==> src/rtl/fsr_pkg.sv <==
package fsr_pkg;

    typedef enum logic [1:0] {
        FR_IDLE,
        FR_SHIFT,
        FR_OVERRUN
    } frame_state_t;

    // Latch indices inside the flag vector
    localparam int F_FRAME_SHORT = 0;
    localparam int F_FRAME_LONG  = 1;
    localparam int F_HEAT        = 2;
    localparam int NFLAG         = 3;

endpackage

==> src/rtl/fsr_flag.sv <==
module fsr_flag (
    input  logic clk,
    input  logic rst_n,
    input  logic set,
    input  logic clr,
    output logic q_next
);

    logic q;

    // Set has priority over release
    always_comb begin
        q_next = set | (q & ~clr);
    end

    always_ff @(posedge clk or negedge rst_n) begin
        if (!rst_n) begin
            q <= 1'b0;
        end else begin
            q <= q_next;
        end
    end

endmodule

==> src/rtl/fsr_frame_tracker.sv <==
module fsr_frame_tracker
    import fsr_pkg::*;
#(
    parameter int FRAME_BITS = 8,
    parameter int CLR_SHORT  = 8,
    parameter int CLR_OVER   = 2,
    parameter int CLR_OT     = 4
) (
    input  logic clk,
    input  logic rst_n,
    input  logic cs_fall,
    input  logic cs_rise,
    input  logic sclk_rise,
    input  logic sclk_fall,
    output logic short_set,
    output logic short_clr,
    output logic over_set,
    output logic over_clr,
    output logic ot_clr_win
);

    localparam int CNT_W = $clog2(FRAME_BITS + 1);
    localparam logic [CNT_W-1:0] FULL      = CNT_W'(FRAME_BITS);
    localparam logic [CNT_W-1:0] ORD_SHORT = CNT_W'(CLR_SHORT - 1);
    localparam logic [CNT_W-1:0] ORD_OVER  = CNT_W'(CLR_OVER - 1);
    localparam logic [CNT_W-1:0] ORD_OT    = CNT_W'(CLR_OT - 1);

    frame_state_t     state, state_n;
    logic [CNT_W-1:0] cnt, cnt_n;

    // State register
    always_ff @(posedge clk or negedge rst_n) begin
        if (!rst_n) begin
            state <= FR_IDLE;
            cnt   <= '0;
        end else begin
            state <= state_n;
            cnt   <= cnt_n;
        end
    end

    // Transitions: open, close, overflow, abort
    always_comb begin
        state_n = state;
        cnt_n   = cnt;
        unique case (state)
            FR_IDLE: begin
                if (cs_fall) begin
                    state_n = FR_SHIFT;
                    cnt_n   = '0;
                end
            end
            FR_SHIFT: begin
                if (cs_rise) begin
                    state_n = FR_IDLE;
                end else if (sclk_rise && (cnt == FULL)) begin
                    state_n = FR_OVERRUN;
                end else if (sclk_fall && (cnt != FULL)) begin
                    cnt_n = cnt + 1'b1;
                end
            end
            FR_OVERRUN: begin
                if (cs_rise) begin
                    state_n = FR_IDLE;
                end
            end
            default: begin
                state_n = FR_IDLE;
            end
        endcase
    end

    // Event strobes toward the latches
    always_comb begin
        short_set  = 1'b0;
        short_clr  = 1'b0;
        over_set   = 1'b0;
        over_clr   = 1'b0;
        ot_clr_win = 1'b0;
        unique case (state)
            FR_IDLE: begin
            end
            FR_SHIFT: begin
                short_set  = cs_rise && (cnt < FULL);
                over_set   = sclk_rise && (cnt == FULL) && !cs_rise;
                short_clr  = sclk_fall && (cnt == ORD_SHORT);
                over_clr   = sclk_fall && (cnt == ORD_OVER);
                ot_clr_win = sclk_fall && (cnt == ORD_OT);
            end
            FR_OVERRUN: begin
            end
            default: begin
            end
        endcase
    end

endmodule

==> src/rtl/fault_status_reporter.sv <==
module fault_status_reporter
    import fsr_pkg::*;
#(
    parameter int NCH        = 8,
    parameter int FRAME_BITS = 8,
    parameter int CLR_SHORT  = 8,
    parameter int CLR_OVER   = 2,
    parameter int CLR_OT     = 4
) (
    input  logic           clk,
    input  logic           rst_n,
    input  logic           cs_fall,
    input  logic           cs_rise,
    input  logic           sclk_rise,
    input  logic           sclk_fall,
    input  logic [NCH-1:0] short_flags,
    input  logic           overtemp,
    input  logic [NCH-1:0] cmd_bits,
    output logic           status
);

    logic             short_set, short_clr, over_set, over_clr, ot_clr_win;
    logic [NFLAG-1:0] set_vec, clr_vec, flag_next;
    logic             status_q;

    fsr_frame_tracker #(
        .FRAME_BITS (FRAME_BITS),
        .CLR_SHORT  (CLR_SHORT),
        .CLR_OVER   (CLR_OVER),
        .CLR_OT     (CLR_OT)
    ) u_track (
        .clk        (clk),
        .rst_n      (rst_n),
        .cs_fall    (cs_fall),
        .cs_rise    (cs_rise),
        .sclk_rise  (sclk_rise),
        .sclk_fall  (sclk_fall),
        .short_set  (short_set),
        .short_clr  (short_clr),
        .over_set   (over_set),
        .over_clr   (over_clr),
        .ot_clr_win (ot_clr_win)
    );

    always_comb begin
        set_vec[F_FRAME_SHORT] = short_set;
        set_vec[F_FRAME_LONG]  = over_set;
        set_vec[F_HEAT]        = overtemp;
        clr_vec[F_FRAME_SHORT] = short_clr;
        clr_vec[F_FRAME_LONG]  = over_clr;
        clr_vec[F_HEAT]        = ot_clr_win & ~overtemp;
    end

    for (genvar g = 0; g < NFLAG; g++) begin : g_flag
        fsr_flag u_flag (
            .clk    (clk),
            .rst_n  (rst_n),
            .set    (set_vec[g]),
            .clr    (clr_vec[g]),
            .q_next (flag_next[g])
        );
    end

    // Output register: OR of live faults, latches and standby self-test
    always_ff @(posedge clk or negedge rst_n) begin
        if (!rst_n) begin
            status_q <= 1'b0;
        end else begin
            status_q <= (|short_flags) | overtemp | (|flag_next) | (cmd_bits == '0);
        end
    end

    assign status = status_q;

endmodule

==> config.mk <==
export PLATFORM = sky130hd
export DESIGN_NAME = fault_status_reporter
export DESIGN_NICKNAME = d
export VERILOG_FILES = /design/src/rtl/fsr_pkg.sv /design/src/rtl/fsr_flag.sv /design/src/rtl/fsr_frame_tracker.sv /design/src/rtl/fault_status_reporter.sv
export SDC_FILE = /design/constraint.sdc
export NUM_CORES = 1
export LEC_CHECK = 0
export BUFFER_PORTS_ARGS = -buffer_cell sky130_fd_sc_hd__buf_4
export CAP_MARGIN = 10
export CELL_PAD_IN_SITES_DETAIL_PLACEMENT = 1
export CELL_PAD_IN_SITES_GLOBAL_PLACEMENT = 2
export CORE_MARGIN = 4
export CORE_UTILIZATION = 24
export DETAILED_ROUTE_END_ITERATION = 8
export PLACE_DENSITY_LB_ADDON = 0.2
export SYNTH_ARGS = -nofsm -noshare
export SYNTH_HDL_FRONTEND = slang
export SYNTH_HIERARCHICAL = 1
export SYNTH_SLANG_ARGS = --single-unit
==> constraint.sdc <==
create_clock -name clk -period 1.45 [get_ports clk]
set_input_delay 0.2175 -clock clk [delete_from_list [all_inputs] [get_ports clk]]
set_output_delay 0.2175 -clock clk [all_outputs]
set_load 0.01 [all_outputs]
Word-level counts from Yosys, hierarchy flattened

Index checks and enable logic that the tools add are counted.

Flip-flop bits (word level): 10
Input bits: 23
Logic and storage cells: 65

$add $sub $neg: 1
$lt $le $gt $ge: 1
Eq/ne operators: 13
Mux-type cells: 15
Bitwise gates (word level): 14
Reductions and logical operators: 15

Operator list:

| operator                                                                 | count |
|---|---|
| 4-bit 2-to-1 mux                                                         | 4 |
| 8-bit logical NOT                                                        | 1 |
| 2-bit 2-to-1 mux                                                         | 4 |
| 2-bit inequality test (second input constant)                            | 4 |
| 4-bit one-hot mux with 2 select lines                                    | 1 |
| 8-bit OR reduction                                                       | 1 |
| 1-bit logical AND                                                        | 7 |
| 1-bit OR                                                                 | 6 |
| 2-bit one-hot mux with 3 select lines                                    | 1 |
| 1-bit 2-to-1 mux                                                         | 5 |
| 5-bit AND reduction                                                      | 1 |
| 4-bit by 1-bit adder with 4-bit output (second input constant)           | 1 |
| 1-bit AND                                                                | 4 |
| 4-bit by 1-bit == test with 1-bit output (second input constant)         | 1 |
| 4-bit by 2-bit == test with 1-bit output (second input constant)         | 1 |
| 4-bit by 3-bit == test with 1-bit output (second input constant)         | 1 |
| 4-bit == test (second input constant)                                    | 1 |
| 4-bit < comparator (second input constant)                               | 1 |
| 4-bit inequality test (second input constant)                            | 1 |
| 1-bit NOT                                                                | 4 |
| 3-bit by 2-bit inequality test with 1-bit output (second input constant) | 1 |
| 3-bit AND reduction                                                      | 1 |
| 3-bit OR reduction                                                       | 1 |
| 2-bit by 1-bit == test with 1-bit output (second input constant)         | 1 |
| 5 further kinds                                                          | 5 |

Longest topological paths before layout

Gate-level depths: netlist of the first run.

Word-level depth: 10
Depth in mapped cells: 8
Gate-level depth less buffers: 8

Modules after synthesis

The synthesis of the first run kept the hierarchy.

Modules (own cells, without submodules):

| module                | instances | cells each | area an instance (sq um) |
|---|---|---|---|
| fsr_frame_tracker     | 1         | 43         | 404.1 |
| fsr_flag              | 3         | 3          | 36.3 |
| fault_status_reporter | 1         | 9          | 85.1 |

Least setup slack after synthesis of the first run

No wires, ideal clock.

Path type: flip-flop to flip-flop
From: reg u_track.state[0]
To: reg status_q (netlist: status)
Library setup time: 140 ps
Arrival time: 1,412 ps
Setup slack: -102 ps
Stages on the path, launching flop included: 9
Buffers on the path: 0
Clock period less this slack: 1,552 ps
Cell sequence: dfrtp_1 -> nor2b_1 -> nand3_1 -> nor2_1 -> nor2b_1 -> inv_1 -> a21o_1 -> nor4_1 -> nand4_1

Word-level cells in the longest chain between the ends: 9
Elaborated cells on any way between the ends: 19
Those cells by class: eq/ne (1); mux (5); bitwise (12); reduce/logical (1)

Ends and longest elaborated chain:

| item                                     | RTL line                    | RTL |
|---|---|---|
| start: declaration                       | fsr_frame_tracker.sv:28     | `frame_state_t state, state_n;` |
| start signal: assignment                 | fsr_frame_tracker.sv:37     | `state <= state_n;` |
| 2-bit by 1-bit == test with 1-bit output | fsr_frame_tracker.sv:80     | `unique case (state)` |
| 1-bit 2-to-1 mux                         | fsr_frame_tracker.sv:80     |  |
| net ot_clr_win                           | fault_status_reporter.sv:22 | `logic short_set, short_clr, over_set, over_clr, ot_clr_win;` |
| 1-bit AND                                | fault_status_reporter.sv:51 | `clr_vec[F_HEAT] = ot_clr_win & ~overtemp;` |
| net clr_vec[2]                           | fault_status_reporter.sv:23 | `logic [NFLAG-1:0] set_vec, clr_vec, flag_next;` |
| 1-bit NOT                                | fsr_flag.sv:13              | `q_next = set \| (q & ~clr);` |
| 1-bit AND                                | fsr_flag.sv:13              |  |
| 1-bit OR                                 | fsr_flag.sv:13              |  |
| net flag_next[2]                         | fault_status_reporter.sv:23 |  |
| 3-bit OR reduction                       | fault_status_reporter.sv:69 | `status_q <= (\|short_flags) \| overtemp \| (\|flag_next) \| (cmd_bits == '0);` |
| 1-bit OR (2 in a row)                    | fault_status_reporter.sv:69 |  |
| end signal: assignment                   | fault_status_reporter.sv:69 |  |
| end: declaration                         | fault_status_reporter.sv:24 | `logic status_q;` |

The timed path passes the listed nets, and every way through them passes these cells.
A chain may end at the register's enable or synchronous reset.

Final worst setup path of the first run

From: reg u_track.cnt[0]
To: reg status_q (netlist: status)

Word-level cells in the longest chain between the ends: 10
Elaborated cells on any way between the ends: 29
Those cells by class: order compare (1); eq/ne (4); mux (5); bitwise (12); reduce/logical (7)

Ends and longest elaborated chain:

| item                                     | RTL line                    | RTL |
|---|---|---|
| start: declaration                       | fsr_frame_tracker.sv:29     | `logic [CNT_W-1:0] cnt, cnt_n;` |
| start signal: assignment                 | fsr_frame_tracker.sv:38     | `cnt <= cnt_n;` |
| 4-bit by 2-bit == test with 1-bit output | fsr_frame_tracker.sv:88     | `ot_clr_win = sclk_fall && (cnt == ORD_OT);` |
| 1-bit logical AND                        | fsr_frame_tracker.sv:88     |  |
| 1-bit 2-to-1 mux                         | fsr_frame_tracker.sv:80     |  |
| net ot_clr_win                           | fault_status_reporter.sv:22 |  |
| 1-bit AND                                | fault_status_reporter.sv:51 |  |
| net clr_vec[2]                           | fault_status_reporter.sv:23 |  |
| 1-bit NOT                                | fsr_flag.sv:13              |  |
| 1-bit AND                                | fsr_flag.sv:13              |  |
| 1-bit OR                                 | fsr_flag.sv:13              |  |
| net flag_next[2]                         | fault_status_reporter.sv:23 |  |
| 3-bit OR reduction                       | fault_status_reporter.sv:69 |  |
| 1-bit OR (2 in a row)                    | fault_status_reporter.sv:69 |  |

The timed path passes the listed nets, and every way through them passes these cells.

==> results of run 1 <==
## logic make-up (layout without fill, tap and decap cells)
family	after synthesis	count (layout)	synth area share, %
simple gates	31	31	32.85
mux	1	1	1.674
flops	10	10	41.84
buf+inv	7	51	4.394
fa+ha+maj	3	3	6.277
compound gates	9	9	12.97
## worst max-delay path by stage
stage | from | to | slack (ns)
floorplan | u_track/cnt[0] | status | -0.1
global placement | u_track/cnt[0] | status | -0.13
detailed placement | u_track/cnt[0] | status | -0.22
CTS | u_track/cnt[0] | status | -0.18
global route | u_track/cnt[0] | status | -0.33
finish | u_track/cnt[0] | status | -0.20
## final cells by class
type,instances,area [µm²]
fillers,274,1226
multi-input cells,44,409.1
repair buffers,40,314.1
flip-flops and latches,10,250.2
clock buffers,4,36.28
well taps,28,35.03
inverters,7,26.28
## flip-flops by register name, indices dropped and copies added, names as in the netlist
register and cells:
g_flag.u_flag/q 3, u_track/cnt 4, u_track/state 2, status 1
## report_power, final
| group | internal (W) | switching [W] | total (W) | leakage [nW] |
|---|---|---|---|---|
| Sequential | 0.000326 | 0.0000440 | 0.000370 | 0.120 |
| Clock | 0.000152 | 0.0000971 | 0.000250 | 0.0210 |
| Combinational | 0.000257 | 0.000199 | 0.000456 | 0.351 |
| Total | 0.000735 | 0.000340 | 0.00108 | 0.492 |
## through the flow
step	utilization [%]	hold slack, ns
3_5_place_dp	38.78	0.05574
3_3_place_gp	38.78	0.05548
6_report	46.62	0.1289
4_1_cts	43.36	0.1170
2_1_floorplan	-	-0.07809
5_1_grt	46.62	0.1284
## synth_stat cells (all sizes together)
cell	n
mux2i	1
dfrtp	10
nand4	1
nand4bb	1
nor2	3
nor3	4
nor4	7
and3	1
a21oi	1
a21o	4
and4	1
inv	7
nand3	3
nand2b	3
and3b	1
nand2	3
ha	3
a32o	1
a2bb2oi	1
nor2b	3
a211o	2
## repair_timing
| action | CTS | global route |
|---|---|---|
| hold buffers | 1 | 0 |
| resized for setup | 8 | 14 |
| pin swaps | 7 | 9 |
| hold endpoints to repair | 10 | 0 |
| buffers inserted | 2 | 3 |
| endpoints found under the setup margin | 5 | 4 |
## routing by layer
layer  track usage (%)  vias to the layer above
met5                 0                        -
met4             4.967                        0
met3             2.673                        2
met2             19.68                       22
met1             13.48                      296
li1                  -                      313
==> results_dict.tcl, run 1 <==
set metrics [dict create \
    outcome "complete, but fails checks" \
    violations "negative setup slack" \
    whs_path_depth 2 \
    place_inst 123 \
    cp_cell_sequence "buf_6, ha_4, nand3_4, nor2_2, nor2b_4, inv_2, a21o_1, nor4_2, nand4_1" \
    postPlaceCellArea_um2 890.9 \
    cts.reportedPaths.clkPinSlew_ns 0.07 \
    fp.dieH_um 57.92 \
    place_ws_ns -0.2156 \
    max-vdd-ir-drop_uv 530.7 \
    final_area_mm2 0.001071 \
    start_util_pct 26.03 \
    end_kind "flop" \
    fmax_mhz 606.8 \
    finalClockSkew_ns 0.003281 \
    start_kind "flop" \
    overflow 0 \
    cpPeakStageDelay_ns 0.42 \
    r2r_setup_slack_ns -0.20 \
    num_antenna_cells 0 \
    cap_violations 0 \
    period_share_pct 113.6 \
    final_cells 133 \
    ant_nets 0 \
    syn-cell-area_um2 598.1 \
    layout_commonest_cell "buf_4" \
    timing.rr.start "u_track/cnt[0]" \
    p_total_w 0.001076 \
    drt_wl_total_mm 1.805 \
    path_delay_family "simple AND/OR/NAND/NOR gates" \
    layout_common_cells "buf_4 (36), dfrtp_1 (10), inv_1 (5)" \
    min_from "cs_rise" \
    vias 633 \
    finalHoldViolCount 0 \
    gp_congestion 0.7768 \
    numPortBuffers 23 \
    grt_pass1_wl_mm 2.918 \
    hold_path.class "in -> reg" \
    h-tree-depth 1 \
    row_count 17 \
    synthToLayoutAreaGrowth_pct 79.08 \
    cts_max_path_buffers 2 \
    nNetsFinal 132 \
    fin_ws_ns -0.1979 \
    vias_per_cell 4.759 \
    p_per_area_mw_per_mm2 1004 \
    critPathArrivalTime_ns 1.79 \
    yosysTopAreaCell "dfrtp_1" \
    slowest_stage "dfrtp_1" \
    path_max_fanout 4 \
    core_area_mm2 0.002297 \
    wl_met1_um 723 \
    clock_sinks 10 \
    fin_setup_tns_ns -0.3987 \
    root_buffer "clkbuf_4" \
    p_leak_nw 0.4921 \
    rsz0062_at_grt "yes" \
    pin_count 24 \
    yosysWarnings 6 \
    top_layer_used "met4" \
    wl_met3_um 121 \
    synth-seq-cells 10 \
    numCtsBuffers 3 \
    grt_usage_pct 11.44 \
    dieArea_mm2 0.003355 \
    maxSlewViolCount 0 \
    criticalPathCategory "reg -> reg" \
    met2_length_um 945 \
    r2r_end "status" \
    grt_pass1_vias 681 \
    crit_buf_inv 2 \
    drive_gt1_share_pct 58.10 \
    antenna_found_initial 0 \
    syn-num-nets 87 \
    dp.final_hpwl_mm 1.354 \
    fin_crit_ns 1.648 \
    synth_seq_area_share_pct 41.84 \
    tightest_slew_ns 0.2995 \
    synthCells 61 \
    first_pass_iters 2 \
    grt_max_degree 11 \
    relSlewSlack_pct 79.96 \
    cp.depth 9 \
    yosys-top-cells-area "dfrtp_1 (42%), ha_1 (6.3%), nor4_1 (5.2%)" \
    hold_end "u_track/state[1]" \
    critical_path_required_ns 1.59 \
    ff2ff_path_depth 9 \
    drt_iter0_markers 1 \
    wl_per_cell_um 13.57 \
    die_w_um 57.92 \
    tritoncts "done" \
    syn_area_per_cell_um2 9.804 \
    yosysTopAreaCellShare_pct 41.84 \
    post-route-drc-count 0 \
    yosysUniqueCellTypes 22 \
    clock_latency_ns 0.26 \
    setup_violations 4 \
]
Power figures use the tool's default switching activity.
==> run 2, diff against run 1 <==
--- a/config.mk
+++ b/config.mk
@@ -9,11 +9,11 @@
 export CAP_MARGIN = 10
 export CELL_PAD_IN_SITES_DETAIL_PLACEMENT = 1
 export CELL_PAD_IN_SITES_GLOBAL_PLACEMENT = 2
+export CORE_ASPECT_RATIO = 0.7
 export CORE_MARGIN = 4
-export CORE_UTILIZATION = 24
+export CORE_UTILIZATION = 28
 export DETAILED_ROUTE_END_ITERATION = 8
 export PLACE_DENSITY_LB_ADDON = 0.2
 export SYNTH_ARGS = -nofsm -noshare
 export SYNTH_HDL_FRONTEND = slang
-export SYNTH_HIERARCHICAL = 1
 export SYNTH_SLANG_ARGS = --single-unit
==> constraint.sdc (replaced) <==
create_clock -name clk -period 1.9 [get_ports clk]
set_input_delay 0.285 -clock clk [delete_from_list [all_inputs] [get_ports clk]]
set_output_delay 0.285 -clock clk [all_outputs]
set_load 0.01 [all_outputs]
==> results_dict.tcl, run 2 <==
set metrics [dict create \
    critical_path_required_ns 2.05 \
    p_per_area_mw_per_mm2 660.8 \
    synth_seq_area_share_pct 44.54 \
    h-tree-depth 1 \
    synth_most_common_cell "dfrtp_1" \
    first_pass_iters 4 \
    layout_commonest_cell "buf_4" \
    fp.dieH_um 45.48 \
    synth-seq-cells 10 \
    async_flop_share_pct 100.0 \
    period_share_pct 92.18 \
    yosysUniqueCellTypes 25 \
    largestRegisters "u_track.cnt x4, g_flag.u_flag.q x3, u_track.state x2" \
    nFillCells 231 \
    pin_count 24 \
    ant_nets 0 \
    syn_area_per_cell_um2 10.21 \
    row_count 13 \
    clock_sinks 10 \
    clock_latency_ns 0.28 \
    outcome "finished, final reports clean" \
    place_inst 101 \
    yosysTopAreaCellShare_pct 44.54 \
    cap_violations 0 \
    setup_violations 0 \
    relSlewSlack_pct 80.01 \
    yosysWarnings 0 \
    final_area_um2 818.3 \
    whs_ns 0.1757 \
    tritoncts "done" \
    post_cts_buffers 0 \
    fin_crit_ns 1.751 \
    end_kind "flop" \
    maxSlewViolCount 0 \
    dieArea_mm2 0.002798 \
    wl_per_cell_um 15.49 \
    grt_usage_pct 13.76 \
    drt_iter0_markers 28 \
    post-route-drc-count 0 \
    yosysTopAreaCell "dfrtp_1" \
    dp.final_hpwl_mm 1.340 \
    core_area_mm2 0.001887 \
    critPathArrivalTime_ns 1.90 \
    drive_gt1_share_pct 39.29 \
    vias_per_cell 5.113 \
    cpPeakStageDelay_ns 0.51 \
    drt_wl_total_mm 1.642 \
    cts_max_path_buffers 2 \
    largest_reg_flops 4 \
    max-vdd-ir-drop_uv 349.4 \
    antenna_found_initial 0 \
    final_cells 106 \
    grt_pass1_wl_mm 2.725 \
    numPortBuffers 23 \
    cts.reportedPaths.clkPinSlew_ns 0.07 \
    fmax_mhz 571.0 \
    path_max_fanout 8 \
    gp_congestion 0.7536 \
    hold_path.class "in -> reg" \
    finalClockSkew_ns 0.008410 \
    start_util_pct 29.77 \
    rsz0062_at_grt "no" \
    synth-edff-count 0 \
    crit_buf_inv 0 \
    start_kind "flop" \
    layout_common_cells "buf_4 (25), dfrtp_1 (10), nand3_1 (7)" \
    root_buffer "clkbuf_4" \
    vias 542 \
    p_leak_nw 0.3560 \
    numCtsBuffers 3 \
    synthTopCellsByCount "dfrtp_1 (10), nand3_1 (7), inv_1 (4), nor4_1 (4)" \
    nNetsFinal 111 \
    syn-cell-area_um2 561.8 \
    final_core_util_pct 43.37 \
    synthCells 55 \
    fin_setup_tns_ns 0 \
    ys.flop_type "dfrtp_1" \
    synthToLayoutAreaGrowth_pct 45.66 \
    syn-num-nets 81 \
    path_delay_family "simple AND/OR/NAND/NOR gates" \
    yosys-top-cells-area "dfrtp_1 (45%), ha_1 (6.7%), nand3_1 (6.2%)" \
    postPlaceCellArea_um2 772.0 \
    die_w_um 61.54 \
    grt_pass1_vias 607 \
    slowest_stage "or4_1" \
    cp_cell_sequence "and4bb_1, nand3_1, a22o_1, or4_1" \
    criticalPathCategory "reg -> reg" \
    num_antenna_cells 0 \
    finalHoldViolCount 0 \
    overflow 0 \
    tightest_slew_ns 0.2999 \
    top_register "u_track.cnt" \
    grt_max_degree 11 \
]
[run 2: stage by stage]
step | power (W) | setup WS [ns]
CTS | 0.0005493 | 0.1470
global placement | 0.0003438 | 0.1585
finish | 0.0005407 | 0.1485
detailed placement | 0.0003470 | 0.1679
floorplan | 0.0002875 | 0.2887
global route | 0.0005745 | 0.04587
[run 2: kinds of logic (layout without fill, tap and decap cells)]
| kind of cell | count (synthesis) | in the layout | share of synthesized area (%) |
|---|---|---|---|
| and+or+nand+nor | 26 | 26 | 30.96 |
| AOI/OAI and AO/OA | 11 | 11 | 14.25 |
| DFF | 10 | 10 | 44.54 |
| buffers and inverters | 5 | 34 | 3.562 |
| adders and majority gates | 3 | 3 | 6.682 |
[run 2: final timing paths]
path                            depth (start not counted)                from  slack [ns]                 end
worst max-delay path                                    4    u_track.state[1]        0.15              status
worst min-delay path                                    2             cs_rise        0.18    u_track.state[1]
worst max register to register                          4    u_track.state[1]        0.15              status
worst min register to register                          1  g_flag[2].u_flag.q        0.49  g_flag[2].u_flag.q
max in group asynchronous                               2               rst_n        1.37      u_track.cnt[1]
min in group asynchronous                               2               rst_n        0.38  g_flag[1].u_flag.q
[run 2: power breakdown]
part	internal [W]	switching, W	leakage [nW]
combinational	0.0000562	0.0000426	0.214
sequential	0.000225	0.0000192	0.121
clock	0.000117	0.0000809	0.0210
total	0.000398	0.000143	0.356
[run 2: per-layer routing]
| metal | global-route usage (%) | vias up | share of wire, % |
|---|---|---|---|
| li1 | - | 263 | - |
| met2 | 21.50 | 16 | 46 |
| met3 | 4.533 | 2 | 5.2 |
| met1 | 17.67 | 261 | 47 |
| met5 | 0 | - | 0 |
| met4 | 5.085 | 0 | 0.79 |
[run 2: repair_timing]
item / 4_1_cts / 5_1_grt
resized for setup: 0 / 0
endpoints found under the hold margin: 10 / 0
hold buffers: 1 / 0
endpoints found under the setup margin: 0 / 0
[run 2: final cells by class]
| type | instances | area (µm²) | area share (%) |
|---|---|---|---|
| Sequential cell | 10 | 250.2 | 30.58 |
| Inverter | 4 | 15.01 | 1.835 |
| Tap cell | 22 | 27.53 | 3.364 |
| Timing Repair Buffer | 26 | 197.7 | 24.16 |
| Multi-Input combinational cell | 40 | 291.5 | 35.63 |
| Clock buffer | 4 | 36.28 | 4.434 |
==> run 3, diff against run 2 <==
--- a/config.mk
+++ b/config.mk
@@ -12,8 +12,9 @@
 export CORE_ASPECT_RATIO = 0.7
 export CORE_MARGIN = 4
 export CORE_UTILIZATION = 28
+export CTS_BUF_LIST = sky130_fd_sc_hd__clkbuf_16
 export DETAILED_ROUTE_END_ITERATION = 8
-export PLACE_DENSITY_LB_ADDON = 0.2
+export PLACE_DENSITY = 0.79
 export SYNTH_ARGS = -nofsm -noshare
 export SYNTH_HDL_FRONTEND = slang
 export SYNTH_SLANG_ARGS = --single-unit
==> results_dict.tcl, run 3 (same netlist as run 2, synthesis figures left out) <==
set metrics [dict create \
    outcome "finished, final reports clean" \
    drt_wl_total_mm 1.599 \
    rsz0062_at_grt "no" \
    drt_iter0_markers 25 \
    place_ws_ns 0.1479 \
    fin_setup_tns_ns 0 \
    layout_common_cells "buf_4 (25), dfrtp_1 (10), nand3_1 (7)" \
    antenna_found_initial 0 \
    fin_crit_ns 1.776 \
    drive_gt1_share_pct 38.10 \
    ant_nets 0 \
    p_per_area_mw_per_mm2 847.0 \
    cap_violations 0 \
    grt_pass1_wl_mm 2.608 \
    post_cts_buffers 0 \
    pin_count 24 \
    timing.rr.start "u_track.state[1]" \
    fin_ws_ns 0.1239 \
    vias_per_cell 5.123 \
    path_max_fanout 8 \
    row_count 13 \
    hold_path.class "in -> reg" \
    numPortBuffers 23 \
    grtUsageMet3_pct 5.099 \
    grt_use_met2_pct 17.95 \
    r2r_setup_slack_ns 0.12 \
    die_w_um 61.54 \
    grt_max_degree 11 \
    largest_reg_flops 4 \
    grt_usage_pct 13.27 \
    whs_path_depth 2 \
    start_util_pct 29.77 \
    tritoncts "done" \
    criticalPathCategory "reg -> reg" \
    root_buffer "clkbuf_16" \
    r2r_end "status" \
    grt_pass1_vias 544 \
    overflow 0 \
    wl_per_cell_um 15.08 \
    gp_congestion 0.7313 \
    critPathArrivalTime_ns 1.88 \
    hold_end "u_track.state[1]" \
    top_register "u_track.cnt" \
    finalHoldViolCount 0 \
    core_area_mm2 0.001887 \
    maxSlewViolCount 0 \
    final_core_util_pct 45.62 \
    post-route-drc-count 0 \
    largestRegisters "u_track.cnt x4, g_flag.u_flag.q x3, u_track.state x2" \
    clock_sinks 10 \
    nNetsFinal 111 \
    vias 543 \
    dp.final_hpwl_mm 1.261 \
    cts_hold_buf 1 \
    period_share_pct 93.48 \
    h-tree-depth 1 \
    synthToLayoutAreaGrowth_pct 53.23 \
    layout_commonest_cell "buf_4" \
    max-vdd-ir-drop_uv 586.5 \
    ff2ff_path_depth 4 \
    fp.dieH_um 45.48 \
    cts_max_path_buffers 2 \
    tightest_slew_ns 0.3490 \
    setup_violations 0 \
    busiest_layer "met1" \
    critical_path_required_ns 2.01 \
    first_pass_iters 4 \
    clock_latency_ns 0.24 \
    finalClockSkew_ns 0.002883 \
    start_kind "flop" \
    use_met1_pct 19.34 \
    end_kind "flop" \
    cts.reportedPaths.clkPinSlew_ns 0.04 \
    post_cts_resized 0 \
    p_leak_nw 0.3733 \
    dieArea_mm2 0.002798 \
    relSlewSlack_pct 76.68 \
    min_from "cs_rise" \
    numCtsBuffers 3 \
    num_antenna_cells 0 \
    fmax_mhz 563.0 \
]
==> run 3: stage by stage <==
stage	area [µm²]	total power, W	std cells	hold WS [ns]
after floorplan	561.8	0.0002875	55	-0.01059
after global placement	772.0	0.0003497	101	0.1256
after detailed placement	772.0	0.0003528	101	0.1246
after CTS	860.8	0.0007395	106	0.2224
after global routing	860.8	0.0007698	106	0.2365
final	860.8	0.0007291	106	0.2231
==> run 3: worst max-delay path by stage <==
stage                     start  endpoint  slack, ns
6_report       u_track.state[1]    status       0.12
5_1_grt        u_track.state[1]    status       0.04
4_1_cts        u_track.state[1]    status       0.14
3_5_place_dp   u_track.state[1]    status       0.15
3_3_place_gp   u_track.state[1]    status       0.14
2_1_floorplan  u_track.state[1]    status       0.29
==> run 3: power by group <==
group / leakage [nW] / internal (W) / switching (W)
Combinational: 0.214 / 0.0000612 / 0.0000485
Sequential: 0.121 / 0.000226 / 0.0000142
Clock: 0.0385 / 0.000276 / 0.000102
==> run 3: final cells by class <==
cell class	count	area, µm²
Fill cell	213	1026
Multi-Input combinational cell	40	291.5
Timing Repair Buffer	26	197.7
Clock inverter	1	3.754
Clock buffer	3	75.07
Tap cell	22	27.53
Inverter	4	15.01
Sequential cell	10	250.2
==> run 3: worst max-delay path: stages (launching register included) <==
cell,delay (ns)
dfrtp_1,0.45
and4bb_1,0.38
nand3_1,0.09
a22o_1,0.21
or4_1,0.51
==> run 3: metal layers <==
| metal | share of wire [%] | up-vias |
|---|---|---|
| li1 | - | 263 |
| met2 | 45 | 11 |
| met3 | 4.4 | 3 |
| met5 | 0 | - |
| met4 | 0.56 | 0 |
| met1 | 50 | 266 |
